## src/rtl/vec_pkg.sv

```systemverilog
// Shared definitions for the vector execution unit.
package vec_pkg;
    typedef enum logic [1:0] {
        OP_ADD  = 2'd0,
        OP_SUB  = 2'd1,
        OP_HALF = 2'd2,
        OP_TSTZ = 2'd3
    } vop_e;
endpackage

```

## src/rtl/vec_issue_ctrl.sv

```systemverilog
// Issue controller: accepts an instruction when idle, clamps its length,
// issues one element index per cycle and raises done after the last
// element's writeback. Assumes the writeback pipeline reports its last element.
module vec_issue_ctrl
    import vec_pkg::*;
#(
    parameter int N     = 8,
    parameter int CNT_W = 4,
    parameter int IDX_W = 3
) (
    input  logic             clk,
    input  logic             rst_n,
    input  logic             start,
    input  vop_e             op_in,
    input  logic [CNT_W-1:0] vlen_in,
    input  logic             wb_last,
    output logic             busy,
    output logic             done,
    output vop_e             op_q,
    output logic             issue_valid,
    output logic [IDX_W-1:0] issue_idx,
    output logic             issue_last
);
    logic [CNT_W-1:0] vlen_q;
    logic [CNT_W-1:0] cnt;
    logic [CNT_W-1:0] vlen_eff;

    // Clamp the requested length to the register capacity.
    always_comb vlen_eff = (vlen_in > CNT_W'(N)) ? CNT_W'(N) : vlen_in;

    // Issue one element per cycle while elements remain.
    always_comb begin
        issue_valid = busy && (cnt < vlen_q);
        issue_idx   = cnt[IDX_W-1:0];
        issue_last  = (cnt == vlen_q - CNT_W'(1));
    end

    // Instruction acceptance, element counting and completion.
    always_ff @(posedge clk) begin
        if (!rst_n) begin
            busy   <= 1'b0;
            done   <= 1'b0;
            cnt    <= '0;
            vlen_q <= '0;
            op_q   <= OP_ADD;
        end else begin
            done <= 1'b0;
            if (start && !busy) begin
                op_q   <= op_in;
                vlen_q <= vlen_eff;
                cnt    <= '0;
                if (vlen_eff == '0) done <= 1'b1;
                else                busy <= 1'b1;
            end else if (busy) begin
                if (issue_valid) cnt <= cnt + CNT_W'(1);
                if (wb_last) begin
                    busy <= 1'b0;
                    done <= 1'b1;
                end
            end
        end
    end


    op_hold_chk: assert property (@(posedge clk) disable iff (!rst_n)
        busy && !wb_last |=> $stable(op_q));

    done_ends_busy_chk: assert property (@(posedge clk) disable iff (!rst_n)
        busy && wb_last |=> done && !busy);
endmodule

```

## src/rtl/vec_alu.sv

```systemverilog
// Element operation: add, subtract, unsigned halve, or zero test.
// Combinational; the test result is placed in bit 0.
module vec_alu
    import vec_pkg::*;
#(
    parameter int W = 16
) (
    input  vop_e         op,
    input  logic [W-1:0] a,
    input  logic [W-1:0] b,
    output logic [W-1:0] res
);
    // Select the element result for the opcode.
    always_comb begin
        case (op)
            OP_ADD:  res = a + b;
            OP_SUB:  res = a - b;
            OP_HALF: res = a >> 1;
            default: res = {{(W-1){1'b0}}, (a == '0)};
        endcase
    end
endmodule

```

## src/rtl/vec_lane_pipe.sv

```systemverilog
// Element pipeline of DEPTH stages: stage 1 fetches the operands, stage 2
// holds the ALU result, and later stages carry it forward. Each stage carries
// a valid bit, the element index and a last flag. Assumes DEPTH >= 2.
module vec_lane_pipe
    import vec_pkg::*;
#(
    parameter int N     = 8,
    parameter int W     = 16,
    parameter int IDX_W = 3,
    parameter int DEPTH = 4
) (
    input  logic             clk,
    input  logic             rst_n,
    input  vop_e             op,
    input  logic             in_valid,
    input  logic [IDX_W-1:0] in_idx,
    input  logic             in_last,
    input  logic [N*W-1:0]   a_vec,
    input  logic [N*W-1:0]   b_vec,
    output logic             wb_valid,
    output logic [IDX_W-1:0] wb_idx,
    output logic             wb_last,
    output logic [W-1:0]     wb_res
);
    logic             s1_valid, s1_last;
    logic [IDX_W-1:0] s1_idx;
    logic [W-1:0]     s1_a, s1_b, alu_res;

    logic             st_valid [2:DEPTH];
    logic             st_last  [2:DEPTH];
    logic [IDX_W-1:0] st_idx   [2:DEPTH];
    logic [W-1:0]     st_res   [2:DEPTH];

    // Stage 1: read the selected element of each source vector.
    always_ff @(posedge clk) begin
        if (!rst_n) begin
            s1_valid <= 1'b0;
            s1_last  <= 1'b0;
            s1_idx   <= '0;
            s1_a     <= '0;
            s1_b     <= '0;
        end else begin
            s1_valid <= in_valid;
            s1_last  <= in_valid && in_last;
            s1_idx   <= in_idx;
            s1_a     <= a_vec[in_idx*W +: W];
            s1_b     <= b_vec[in_idx*W +: W];
        end
    end

    vec_alu #(.W(W)) u_alu (
        .op  (op),
        .a   (s1_a),
        .b   (s1_b),
        .res (alu_res)
    );

    // Stage 2: capture the ALU result.
    always_ff @(posedge clk) begin
        if (!rst_n) begin
            st_valid[2] <= 1'b0;
            st_last[2]  <= 1'b0;
            st_idx[2]   <= '0;
            st_res[2]   <= '0;
        end else begin
            st_valid[2] <= s1_valid;
            st_last[2]  <= s1_last;
            st_idx[2]   <= s1_idx;
            st_res[2]   <= alu_res;
        end
    end

    for (genvar k = 3; k <= DEPTH; k++) begin : g_carry
        // Carry stage: forward the previous stage unchanged.
        always_ff @(posedge clk) begin
            if (!rst_n) begin
                st_valid[k] <= 1'b0;
                st_last[k]  <= 1'b0;
                st_idx[k]   <= '0;
                st_res[k]   <= '0;
            end else begin
                st_valid[k] <= st_valid[k-1];
                st_last[k]  <= st_last[k-1];
                st_idx[k]   <= st_idx[k-1];
                st_res[k]   <= st_res[k-1];
            end
        end
    end

    assign wb_valid = st_valid[DEPTH];
    assign wb_last  = st_last[DEPTH];
    assign wb_idx   = st_idx[DEPTH];
    assign wb_res   = st_res[DEPTH];


    stage_advance_chk: assert property (@(posedge clk) disable iff (!rst_n)
        s1_valid |=> st_valid[2] && (st_idx[2] == $past(s1_idx)));

    idx_step_chk: assert property (@(posedge clk) disable iff (!rst_n)
        in_valid && s1_valid && !s1_last |-> in_idx == s1_idx + IDX_W'(1));

    idx_range_chk: assert property (@(posedge clk) disable iff (!rst_n)
        wb_valid |-> int'(wb_idx) < N);
endmodule

```

## src/rtl/vec_wb_regs.sv

```systemverilog
// Destination vector and mask registers. Arithmetic writebacks are
// predicated by the mask, and test writebacks rewrite one mask bit each.
// External mask loads are honoured only while the unit is idle.
module vec_wb_regs #(
    parameter int N     = 8,
    parameter int W     = 16,
    parameter int IDX_W = 3
) (
    input  logic             clk,
    input  logic             rst_n,
    input  logic             busy,
    input  logic             is_test,
    input  logic             wb_valid,
    input  logic [IDX_W-1:0] wb_idx,
    input  logic [W-1:0]     wb_res,
    input  logic             mask_load,
    input  logic [N-1:0]     mask_wdata,
    output logic [N*W-1:0]   dst_vec,
    output logic [N-1:0]     mask_vec
);
    logic [W-1:0] dst_q [N];
    logic [N-1:0] mask_q;

    // Mask register: idle load or test writeback.
    always_ff @(posedge clk) begin
        if (!rst_n)                  mask_q <= '1;
        else if (mask_load && !busy) mask_q <= mask_wdata;
        else if (wb_valid && is_test) mask_q[wb_idx] <= wb_res[0];
    end

    // Destination register: masked arithmetic writeback.
    always_ff @(posedge clk) begin
        if (!rst_n) begin
            for (int i = 0; i < N; i++) dst_q[i] <= '0;
        end else if (wb_valid && !is_test && mask_q[wb_idx]) begin
            dst_q[wb_idx] <= wb_res;
        end
    end

    for (genvar i = 0; i < N; i++) begin : g_flat
        assign dst_vec[i*W +: W] = dst_q[i];
    end
    assign mask_vec = mask_q;


    dst_quiet_chk: assert property (@(posedge clk) disable iff (!rst_n)
        !(wb_valid && !is_test) |=> $stable(dst_vec));

    mask_quiet_chk: assert property (@(posedge clk) disable iff (!rst_n)
        !(wb_valid && is_test) && !(mask_load && !busy) |=> $stable(mask_vec));

    mask_load_chk: assert property (@(posedge clk) disable iff (!rst_n)
        mask_load && !busy |=> mask_vec == $past(mask_wdata));
endmodule

```

## src/rtl/vec_exec_unit.sv

```systemverilog
// Top of the masked pipelined vector execution unit. Connects the issue
// controller, the element pipeline and the writeback registers. Assumes the
// source vectors are held stable from start until done.
module vec_exec_unit
    import vec_pkg::*;
#(
    parameter int N     = 8,
    parameter int W     = 16,
    parameter int DEPTH = 4,
    localparam int CNT_W = $clog2(N + 1),
    localparam int IDX_W = (N > 1) ? $clog2(N) : 1
) (
    input  logic             clk,
    input  logic             rst_n,
    input  logic             start,
    input  logic [1:0]       opcode,
    input  logic [CNT_W-1:0] vlen,
    input  logic [N*W-1:0]   a_vec,
    input  logic [N*W-1:0]   b_vec,
    input  logic             mask_load,
    input  logic [N-1:0]     mask_wdata,
    output logic             busy,
    output logic             done,
    output logic [N*W-1:0]   dst_vec,
    output logic [N-1:0]     mask_vec
);
    vop_e             op_q;
    logic             issue_valid, issue_last;
    logic [IDX_W-1:0] issue_idx;
    logic             wb_valid, wb_last;
    logic [IDX_W-1:0] wb_idx;
    logic [W-1:0]     wb_res;

    vec_issue_ctrl #(.N(N), .CNT_W(CNT_W), .IDX_W(IDX_W)) u_ctrl (
        .clk         (clk),
        .rst_n       (rst_n),
        .start       (start),
        .op_in       (vop_e'(opcode)),
        .vlen_in     (vlen),
        .wb_last     (wb_valid && wb_last),
        .busy        (busy),
        .done        (done),
        .op_q        (op_q),
        .issue_valid (issue_valid),
        .issue_idx   (issue_idx),
        .issue_last  (issue_last)
    );

    vec_lane_pipe #(.N(N), .W(W), .IDX_W(IDX_W), .DEPTH(DEPTH)) u_pipe (
        .clk      (clk),
        .rst_n    (rst_n),
        .op       (op_q),
        .in_valid (issue_valid),
        .in_idx   (issue_idx),
        .in_last  (issue_last),
        .a_vec    (a_vec),
        .b_vec    (b_vec),
        .wb_valid (wb_valid),
        .wb_idx   (wb_idx),
        .wb_last  (wb_last),
        .wb_res   (wb_res)
    );

    vec_wb_regs #(.N(N), .W(W), .IDX_W(IDX_W)) u_regs (
        .clk        (clk),
        .rst_n      (rst_n),
        .busy       (busy),
        .is_test    (op_q == OP_TSTZ),
        .wb_valid   (wb_valid),
        .wb_idx     (wb_idx),
        .wb_res     (wb_res),
        .mask_load  (mask_load),
        .mask_wdata (mask_wdata),
        .dst_vec    (dst_vec),
        .mask_vec   (mask_vec)
    );


    zero_len_chk: assert property (@(posedge clk) disable iff (!rst_n)
        start && !busy && (vlen == '0) |=> done && !busy);

    done_pulse_src_chk: assert property (@(posedge clk) disable iff (!rst_n)
        done |-> !busy);
endmodule

```

## config.mk

```make
export PLATFORM = sky130hd
export DESIGN_NAME = vec_exec_unit
export DESIGN_NICKNAME = d
export VERILOG_FILES = /design/src/rtl/vec_pkg.sv /design/src/rtl/vec_issue_ctrl.sv /design/src/rtl/vec_alu.sv /design/src/rtl/vec_lane_pipe.sv /design/src/rtl/vec_wb_regs.sv /design/src/rtl/vec_exec_unit.sv
export SDC_FILE = /design/constraint.sdc
export NUM_CORES = 1
export LEC_CHECK = 0
export ABC_AREA = 1
export BUFFER_PORTS_ARGS = -buffer_cell sky130_fd_sc_hd__buf_2
export CAP_MARGIN = 20
export CORE_MARGIN = 1
export CORE_UTILIZATION = 30
export CTS_BUF_LIST = sky130_fd_sc_hd__clkbuf_2
export DETAILED_ROUTE_END_ITERATION = 10
export GPL_ROUTABILITY_DRIVEN = 1
export SLEW_MARGIN = 20
export SYNTH_ARGS = -nofsm -noshare
export SYNTH_HDL_FRONTEND = slang
export SYNTH_HIERARCHICAL = 1
export SYNTH_SLANG_ARGS = --single-unit
export TNS_END_PERCENT = 20
```

## constraint.sdc

```tcl
create_clock -name clk -period 5.1 [get_ports clk]
set_input_delay 1.02 -clock clk [delete_from_list [all_inputs] [get_ports clk]]
set_output_delay 1.02 -clock clk [all_outputs]
set_load 0.02 [all_outputs]
```

==> results.toml, run 1 <==
[status]
status = "finished, final reports clean"

[floorplan]
die_x_um = 214
fp.dieH_um = 214
core_um2 = 44300
io_pins = 412
rows = 77
die_area_um2 = 45900
start_util = 0.305

[cts]
ctsHtreeMaxLevel = 3
cts_tree = "yes"
ctsHoldBuffers = 0
clock_latency_ns = 0.86
clockBufferDepth = 3
numCtsBuffers = 66
post-cts-setup-buffer-count = 0
clock-sinks = 248
cts_root_buf = "clkbuf_2"
cts_resized = 0
path_clk_slew_ns = 0.09

[synth]
post_synth.cell_area_avg_um2 = 7.13
ys_seq_elements = 248
syn_inst = 1896
synth_fp_nets = 2193
synth.cell_area_um2 = 13500
synth_cell_types = 40
yosysWarnings = 6
synthArstFlopShare = 0
synth-edff-count = 128
synth_ff_type = "edfxtp_1"
seq_area_frac_synth = 0.462

[worst_setup_path]
critPathBufInv = 3
critPathKind = "register to register"
required_ns = 5.76
worstPathCellList = "inv_2 > nand2_2 > inv_2 > a21oi_2 > nor2_2 > nand2_1 > xnor2_1 > ha_1 > nand2_1 > nor3_1 > and2_1 > nand2_1 > nand2_1 > nand2_1 > nand2_1 > nor2_1 > nand2_1 > inv_1"
critPathMaxFanout = 13
cp.arrival_ns = 3.62
reg2reg_depth = 18
start_kind = "register"
slowest_stage = "dfxtp_1"
reg2reg_to = "u_pipe/st_res[2][15]$_SDFF_PN0_"
path_common_cell = "nand2_1"
end_kind = "register"
crit-reg2reg-launch = "u_ctrl/op_q[1]$_SDFFE_PN0P_"
slowest_delay_ns = 0.42
critPathTopFamily = "simple AND/OR/NAND/NOR gates"
reg2reg_slack_ns = 2.14

[detailed_routing]
drtAntennaViolNets = 0
drt_iter0_drc = 712
wire_per_inst_um = 14.1
remaining_drc_errors = 0
vias = 12700
viasPerCell = 4.31
wl_mm = 41.5
first_pass_iters = 5

[sta]
setup_slack_ns = 2.14
fin_crit_ns = 2.96
skew_ns = 0.105
hold_viol = 0
finalSetupViolations = 0
fin_hold_ws_ns = 0.360
post-route-period-util = 0.581
slew_violations = 0
slew_headroom = 0.369
tns_ns = 0
max_freq_mhz = 338
rsz0062_at_grt = "no"
worst_pin_slew_ns = 0.946

[final_layout]
stdcell_area_um2 = 16600
final_common_cell = "nand2_1"
most-common-layout-cells = "659 x nand2_1, 416 x inv_1, 411 x buf_2"
final_nets = 2606
area_delta_synth_final_pct = 22.4
drive_gt1_frac = 0.248

[grt]
grt_pass1_wl_mm = 65.5
antenna_found_initial = 4
grt_usage = 0.179
grt_pass1_vias = 12500
grt_overflow_total = 0
grt_max_degree = 93

[worst_hold_path]
holdCritStartpoint = "u_pipe/st_res[2][10]$_SDFF_PN0_"
holdPathStages = 2
hold_path.class = "register to register"
holdPathEnd = "u_pipe/st_res[3][10]$_SDFF_PN0_"

[flow_run]
drv_cap = 0

[pwr]
combPwrFrac = 0.217
p_leak_nw = 9.36
power.internal_mw = 3.07
p_sw_frac = 0.332
p_clk_frac = 0.285
peakVddDrop_mv = 0.115
p_total_mw = 4.60
power.density_nw_per_um2 = 278
p_switching_mw = 1.52
seq_power_share = 0.498

[placement]
gp_congestion = 0.895
place_ws_ns = 1.84
dpl_cell_area_um2 = 16000
numPortBuffers = 411
place_hpwl_mm = 32.5
## worst max-delay path by stage
stage,from,end,cells after the start,slack [ns]
finish,u_ctrl/op_q[1]$_SDFFE_PN0P_,u_pipe/st_res[2][15]$_SDFF_PN0_,18,2.14
global route,u_ctrl/op_q[1]$_SDFFE_PN0P_,u_pipe/st_res[2][14]$_SDFF_PN0_,18,1.77
CTS,u_ctrl/op_q[1]$_SDFFE_PN0P_,u_pipe/st_res[2][15]$_SDFF_PN0_,18,2.11
detailed placement,rst_n,u_regs/dst_q[6][9]$_SDFFCE_PN0P_,4,1.84
global placement,rst_n,u_regs/dst_q[1][10]$_SDFFCE_PN0P_,4,1.88
floorplan,rst_n,u_regs/dst_q[1][0]$_SDFFCE_PN0P_,6,2.52
## power groups by stage
stage               Combinational (mW)  Clock [mW]  Sequential (mW)
floorplan                        0.619           0             2.36
global placement                 0.997           0             2.34
detailed placement                1.00           0             2.34
CTS                               1.00        1.38             2.29
global route                      1.13        1.48             2.31
finish                           0.995        1.31             2.29
## layer usage
layer / up-vias / global-route usage / part of all wire
met3: 90 / 0.0349 / 0.065
met5: - / 0 / 0.00024
met2: 508 / 0.316 / 0.49
li1: 6541 / - / -
met1: 5598 / 0.211 / 0.41
met4: 2 / 0.0810 / 0.039
## synth_stat cells (2+ instances only)
| master | count | area (um2) |
|---|---|---|
| ha_1 | 22 | 275 |
| edfxtp_1 | 128 | 3840 |
| nand2_1 | 659 | 2470 |
| nand2_2 | 6 | 37.5 |
| inv_2 | 8 | 30.0 |
| and2_1 | 2 | 12.5 |
| buf_6 | 9 | 101 |
| nand3b_1 | 2 | 15.0 |
| o21ai_1 | 2 | 10.0 |
| nand2_4 | 2 | 22.5 |
| nand3_4 | 8 | 140 |
| nand4_1 | 18 | 113 |
| o21ai_0 | 14 | 70.1 |
| buf_2 | 45 | 225 |
| xnor2_1 | 12 | 105 |
| a21oi_1 | 19 | 95.1 |
| nor2_4 | 7 | 78.8 |
| clkbuf_1 | 8 | 30.0 |
| inv_1 | 417 | 1570 |
| xor2_1 | 7 | 61.3 |
| nand3_1 | 164 | 821 |
| buf_4 | 6 | 45.0 |
| nor3_1 | 4 | 20.0 |
| clkinv_1 | 2 | 7.51 |
| nor4_1 | 3 | 18.8 |
| dfxtp_1 | 120 | 2400 |
| nor3_2 | 2 | 20.0 |
| buf_1 | 6 | 22.5 |
| nor2_2 | 23 | 144 |
| nor2_1 | 159 | 597 |
| o21ai_2 | 3 | 26.3 |
## sequential cells by signal, indices dropped and copies added, names as in the netlist
signal           count
u_pipe/s1_valid      1
u_regs/dst_q       128
u_pipe/s1_b         16
u_pipe/s1_a         16
u_pipe/st_valid      3
u_ctrl/cnt           4
u_pipe/st_idx        9
u_pipe/s1_idx        3
u_ctrl/done          1
u_pipe/st_res       48
u_pipe/st_last       3
u_ctrl/busy          1
u_ctrl/vlen_q        4
u_ctrl/op_q          2
u_pipe/s1_last       1
u_regs/mask_vec      8
## tightest hold or removal path: cells and delay by family (launching register included)
kind	cells	cell delay (ns)
buffers and inverters	1	0.03
and+or+nand+nor	1	0.05
DFF	1	0.30
## kinds of logic (layout without fill, tap and decap cells)
family          count (synthesis)  count (layout)  share of synthesized area
compound gates                 43              43                     0.0178
xor+xnor                       19              19                     0.0123
simple gates                 1062            1062                      0.336
other cells                     0               3                          0
fa+ha+maj                      23              23                     0.0218
buf+inv                       501             965                      0.150
flops                         248             248                      0.462
## final cells by class
class                      instances  area, um2
clock inverter                    28        130
fill                            4872      27800
sequential                       248       6250
antenna                            3       7.51
timing repair buffer             419       2120
multi-input combinational       1147       5250
tap                              592        741
clock buffer                      91        455
inverter                         427       1600
## stage by stage
step	util	std cells
floorplan	-	1896
global placement	0.360	2833
detailed placement	0.360	2833
CTS	0.373	2952
global route	0.374	2955
finish	0.374	2955
No activity file was read; power rests on OpenSTA's default activity.
==> run 2, diff against run 1 <==
Clock period 5.1 ns to 3 ns, I/O delays scaled along.
==> results.toml, run 2 (same netlist as run 1, synthesis figures left out) <==
[status]
status = "finished, final reports clean"

[detailed_routing]
remaining_drc_errors = 0
first_pass_iters = 5
drt_iter0_drc = 756
wl_mm = 41.4
wire_per_inst_um = 13.6
viasPerCell = 4.30
drtAntennaViolNets = 0
vias = 13000

[worst_setup_path]
critPathKind = "register to register"
worstPathCellList = "inv_4 > buf_4 > nand2_1 > nand3_1 > nand2_1 > dlygate4sd3_1 > nand2_1 > nand2_1 > dlygate4sd3_1"
start_kind = "register"
path_common_cell = "nand2_1"
cp.arrival_ns = 3.52
critPathMaxFanout = 40
slowest_delay_ns = 0.56
critPathBufInv = 4
end_kind = "register"
critPathTopFamily = "buffers and inverters"
slowest_stage = "dlygate4sd3_1"
required_ns = 3.81

[floorplan]
fp.dieH_um = 214
io_pins = 412
start_util = 0.305
die_x_um = 214
die_area_um2 = 45900
rows = 77
core_um2 = 44300

[pwr]
power.density_nw_per_um2 = 460
p_leak_nw = 9.71
peakVddDrop_mv = 0.180

[cts]
clockBufferDepth = 3
cts_root_buf = "clkbuf_2"
numCtsBuffers = 66
path_clk_slew_ns = 0.11
clock_latency_ns = 0.94
clock-sinks = 248
cts_tree = "yes"
ctsHtreeMaxLevel = 3

[final_layout]
fin_util = 0.393
final_nets = 2692
top_regs = "u_regs/dst_q: 128 flops, u_pipe/st_res: 48 flops"
fin_cells = 3032
area_delta_synth_final_pct = 28.8
most-common-layout-cells = "659 x nand2_1, 417 x inv_1, 411 x buf_2"
regMostFlops = "u_regs/dst_q"
final_common_cell = "nand2_1"
largest_reg_flops = 128
fillerInstances = 4717
drive_gt1_frac = 0.243

[placement]
place_inst = 2843
place_hpwl_mm = 31.4
gp_congestion = 0.923
numPortBuffers = 411

[sta]
hold_viol = 0
finalSetupViolations = 0
post-route-period-util = 0.903
fin_crit_ns = 2.71
worst_pin_slew_ns = 0.781
slew_headroom = 0.478
slew_violations = 0
skew_ns = 0.0794
max_freq_mhz = 369

[worst_hold_path]
hold_path.class = "input port to register"

[grt]
grt_usage = 0.178
grt_max_degree = 135
antenna_found_initial = 4
grt_pass1_vias = 12800
grt_overflow_total = 0
grt_pass1_wl_mm = 65.0

[flow_run]
drv_cap = 0
-- run 2: changes by cell type in the layout (fill, tap and decap cells not counted), moves of 2 or more --
| cell | change |
|---|---|
| diode_2 | +4 |
| clkbuf_2 | -8 |
| buf_12 | +2 |
| bufinv_16 | +2 |
| buf_4 | +8 |
| clkinv_2 | -2 |
| dlygate4sd3_1 | +76 |
| inv_2 | +3 |
| clkinv_1 | -8 |
-- run 2: worst min-delay path, stage by stage --
cell and delay (ns):
buf_2 0.08, inv_1 0.03, nand2_1 0.05, nand3_1 0.06, nand2_1 0.06, nand2_1 0.06
nand2_1 0.05
-- run 2: final timing paths --
| path | from | to | slack, ns | cells past startpoint |
|---|---|---|---|---|
| max | u_ctrl/cnt[0]$_SDFFE_PP0P_ | u_pipe/s1_b[3]$_SDFF_PN0_ | 0.29 | 9 |
| min | a_vec[40] | u_pipe/s1_a[8]$_SDFF_PN0_ | 0.13 | 7 |
| max reg2reg | u_ctrl/cnt[0]$_SDFFE_PP0P_ | u_pipe/s1_b[3]$_SDFF_PN0_ | 0.29 | 9 |
| min reg2reg | u_pipe/s1_idx[1]$_SDFF_PN0_ | u_pipe/st_idx[2][1]$_SDFF_PN0_ | 0.36 | 2 |
-- run 2: layout make-up --
type,count,area (um2),area share
sequential,248,6250,0.359
multi-input combinational,1147,5260,0.302
timing repair buffer,505,2980,0.171
inverter,427,1610,0.0922
tap,592,741,0.0425
clock buffer,83,415,0.0238
clock inverter,23,153,0.00876
antenna,7,17.5,0.00101
-- run 2: per-layer routing --
layer	up-vias	global-route usage	share of wire
met5	-	0	0
met4	0	0.106	0.046
li1	6688	-	-
met3	93	0.0353	0.065
met2	526	0.309	0.48
met1	5740	0.204	0.41
-- run 2: where the power goes --
group	internal, mW	total (mW)	switching [mW]
clock	0.936	2.30	1.37
sequential	3.76	3.87	0.109
combinational	0.711	1.83	1.12
total	5.41	8.01	2.60
-- run 2: stage by stage --
| stage | TNS (ns) | hold WS, ns | cell area [um2] | power (mW) | setup slack [ns] |
|---|---|---|---|---|---|
| floorplan | 0 | 0.386 | 13500 | 5.06 | 0.695 |
| detailed placement | 0 | 0.395 | 16100 | 5.68 | 0.297 |
| CTS | 0 | 0.0000735 | 17400 | 8.16 | 0.176 |
| finish | 0 | 0.133 | 17400 | 8.01 | 0.291 |
| global route | -0.00000444 | 0.00573 | 17400 | 8.58 | -0.00000444 |
| global placement | 0 | 0.393 | 16100 | 5.67 | 0.345 |
-- run 2: timing repair --
| item | in CTS | in global routing |
|---|---|---|
| resized for setup | 0 | 2 |
| endpoints found under the hold margin | 37 | 0 |
| setup endpoints to repair | 0 | 2 |
| hold buffers | 76 | 0 |
| buffers inserted | 0 | 0 |
==> run 3, diff against run 2 <==
Settings changed: CTS_CLUSTER_DIAMETER set to 100, SKIP_CTS_REPAIR_TIMING set to 1.
Clock period 3 ns to 2.8 ns, I/O delays scaled along.
==> results.toml, run 3 (same netlist as run 1, synthesis figures left out) <==
[floorplan]
die_x_um = 214
io_pins = 412
core_um2 = 44300
fp.dieH_um = 214
start_util = 0.305
rows = 77
die_area_um2 = 45900

[placement]
numPortBuffers = 411
place_hpwl_mm = 31.7
gp_congestion = 0.894
place_ws_ns = 0.127
place_inst = 2851

[cts]
cts_root_buf = "clkbuf_2"
ctsHtreeMaxLevel = 2
numCtsBuffers = 61
clock_latency_ns = 0.98
path_clk_slew_ns = 0.14
cts_tree = "yes"
clockBufferDepth = 3
clock-sinks = 248

[pwr]
combPwrFrac = 0.227
p_switching_mw = 2.79
p_sw_frac = 0.327
seq_power_share = 0.487
p_clk_frac = 0.286
power.density_nw_per_um2 = 492
power.internal_mw = 5.74
peakVddDrop_mv = 0.284
p_leak_nw = 9.67
p_total_mw = 8.53

[worst_setup_path]
worstPathCellList = "inv_1 > ha_1 > nand2_1 > nor3_4 > nor2_4 > nor2_2 > nand2_1 > xnor2_1 > ha_1 > nand2_1 > nor3_1 > and2_1 > nand2_1 > nand2_1 > nand2_1 > nand2_1 > nor2_1 > nand2_1 > inv_1"
required_ns = 3.68
path_common_cell = "nand2_1"
cp.arrival_ns = 3.49
end_kind = "register"
start_kind = "register"
critPathTopFamily = "simple AND/OR/NAND/NOR gates"
critPathKind = "register to register"
slowest_delay_ns = 0.36
slowest_stage = "ha_1"
critPathBufInv = 2
critPathMaxFanout = 5

[detailed_routing]
drt_iter0_drc = 629
drtAntennaViolNets = 0
wl_mm = 41.2
viasPerCell = 4.30
wire_per_inst_um = 13.6
first_pass_iters = 5
vias = 13000
remaining_drc_errors = 0

[final_layout]
largest_reg_flops = 128
final_common_cell = "nand2_1"
area_delta_synth_final_pct = 28.1
regMostFlops = "u_regs/dst_q"
final_nets = 2677
top_regs = "u_regs/dst_q: 128 flops, u_pipe/st_res: 48 flops"
fillerInstances = 4718
fin_cells = 3028
drive_gt1_frac = 0.247
most-common-layout-cells = "659 x nand2_1, 417 x inv_1, 411 x buf_2"

[status]
status = "finished, final reports clean"

[sta]
tns_ns = 0
setup_slack_ns = 0.190
hold_viol = 0
worst_pin_slew_ns = 0.757
fin_hold_ws_ns = 0.0356
max_freq_mhz = 383
slew_headroom = 0.494
finalSetupViolations = 0
post-route-period-util = 0.932
slew_violations = 0
rsz0062_at_grt = "no"
fin_crit_ns = 2.61
skew_ns = 0.0735

[grt]
grt_usage = 0.175
grt_overflow_total = 0
antenna_found_initial = 4
grt_max_degree = 135
grt_pass1_vias = 12400
grt_pass1_wl_mm = 63.7

[flow_run]
drv_cap = 0

[worst_hold_path]
hold_path.class = "input port to register"
==> run 3: power groups by stage <==
stage / logic (mW) / clock network (mW) / registers (mW)
finish: 1.94 / 2.44 / 4.15
global route: 2.18 / 2.75 / 4.18
CTS: 1.87 / 2.58 / 4.15
detailed placement: 1.86 / 0 / 4.24
global placement: 1.85 / 0 / 4.24
floorplan: 1.13 / 0 / 4.30
==> run 3: worst reg2reg max path, cell delays in order, from the launching register on <==
cell and delay (ns):
dfxtp_1 0.34, inv_1 0.08, ha_1 0.18, nand2_1 0.11
nor3_4 0.18, nor2_4 0.05, nor2_2 0.15, nand2_1 0.09
xnor2_1 0.13, ha_1 0.36, nand2_1 0.13, nor3_1 0.25
and2_1 0.17, nand2_1 0.05, nand2_1 0.07, nand2_1 0.05
nand2_1 0.06, nor2_1 0.04, nand2_1 0.06, inv_1 0.04
==> run 3: per-stage QoR <==
stage	instance area (um2)	util
2_1_floorplan	13500	-
3_3_place_gp	16100	0.364
3_5_place_dp	16100	0.364
4_1_cts	16700	0.377
5_1_grt	17300	0.391
6_report	17300	0.391
==> run 3: path summary, 6_finish.rpt <==
path / slack (ns) / cells after the start / end / from
worst min-delay path: 0.04 / 7 / u_pipe/s1_a[2]$_SDFF_PN0_ / a_vec[66]
worst min register to register: 0.37 / 2 / u_pipe/st_res[4][11]$_SDFF_PN0_ / u_pipe/st_res[3][11]$_SDFF_PN0_
worst max-delay path: 0.19 / 19 / u_pipe/st_res[2][15]$_SDFF_PN0_ / u_pipe/s1_b[0]$_SDFF_PN0_
worst max register to register: 0.19 / 19 / u_pipe/st_res[2][15]$_SDFF_PN0_ / u_pipe/s1_b[0]$_SDFF_PN0_
==> run 3: cell type report <==
| class | instances | area (um2) | area share |
|---|---|---|---|
| clock inverters | 24 | 136 | 0.00787 |
| flip-flops and latches | 248 | 6250 | 0.361 |
| diodes | 6 | 15.0 | 0.000867 |
| multi-input cells | 1147 | 5260 | 0.304 |
| inverters | 427 | 1600 | 0.0926 |
| clock buffers | 89 | 445 | 0.0257 |
| repair buffers | 495 | 2870 | 0.166 |
| well taps | 592 | 741 | 0.0427 |
==> run 3: layer usage <==
layer / share of wire / global-route usage / wire length (um) / vias up
met5: 0.00032 / 0 / 13 / -
met4: 0.034 / 0.0783 / 1410 / 2
met3: 0.062 / 0.0322 / 2560 / 83
met2: 0.49 / 0.312 / 20100 / 531
met1: 0.41 / 0.202 / 17100 / 5737
li1: - / - / - / 6670
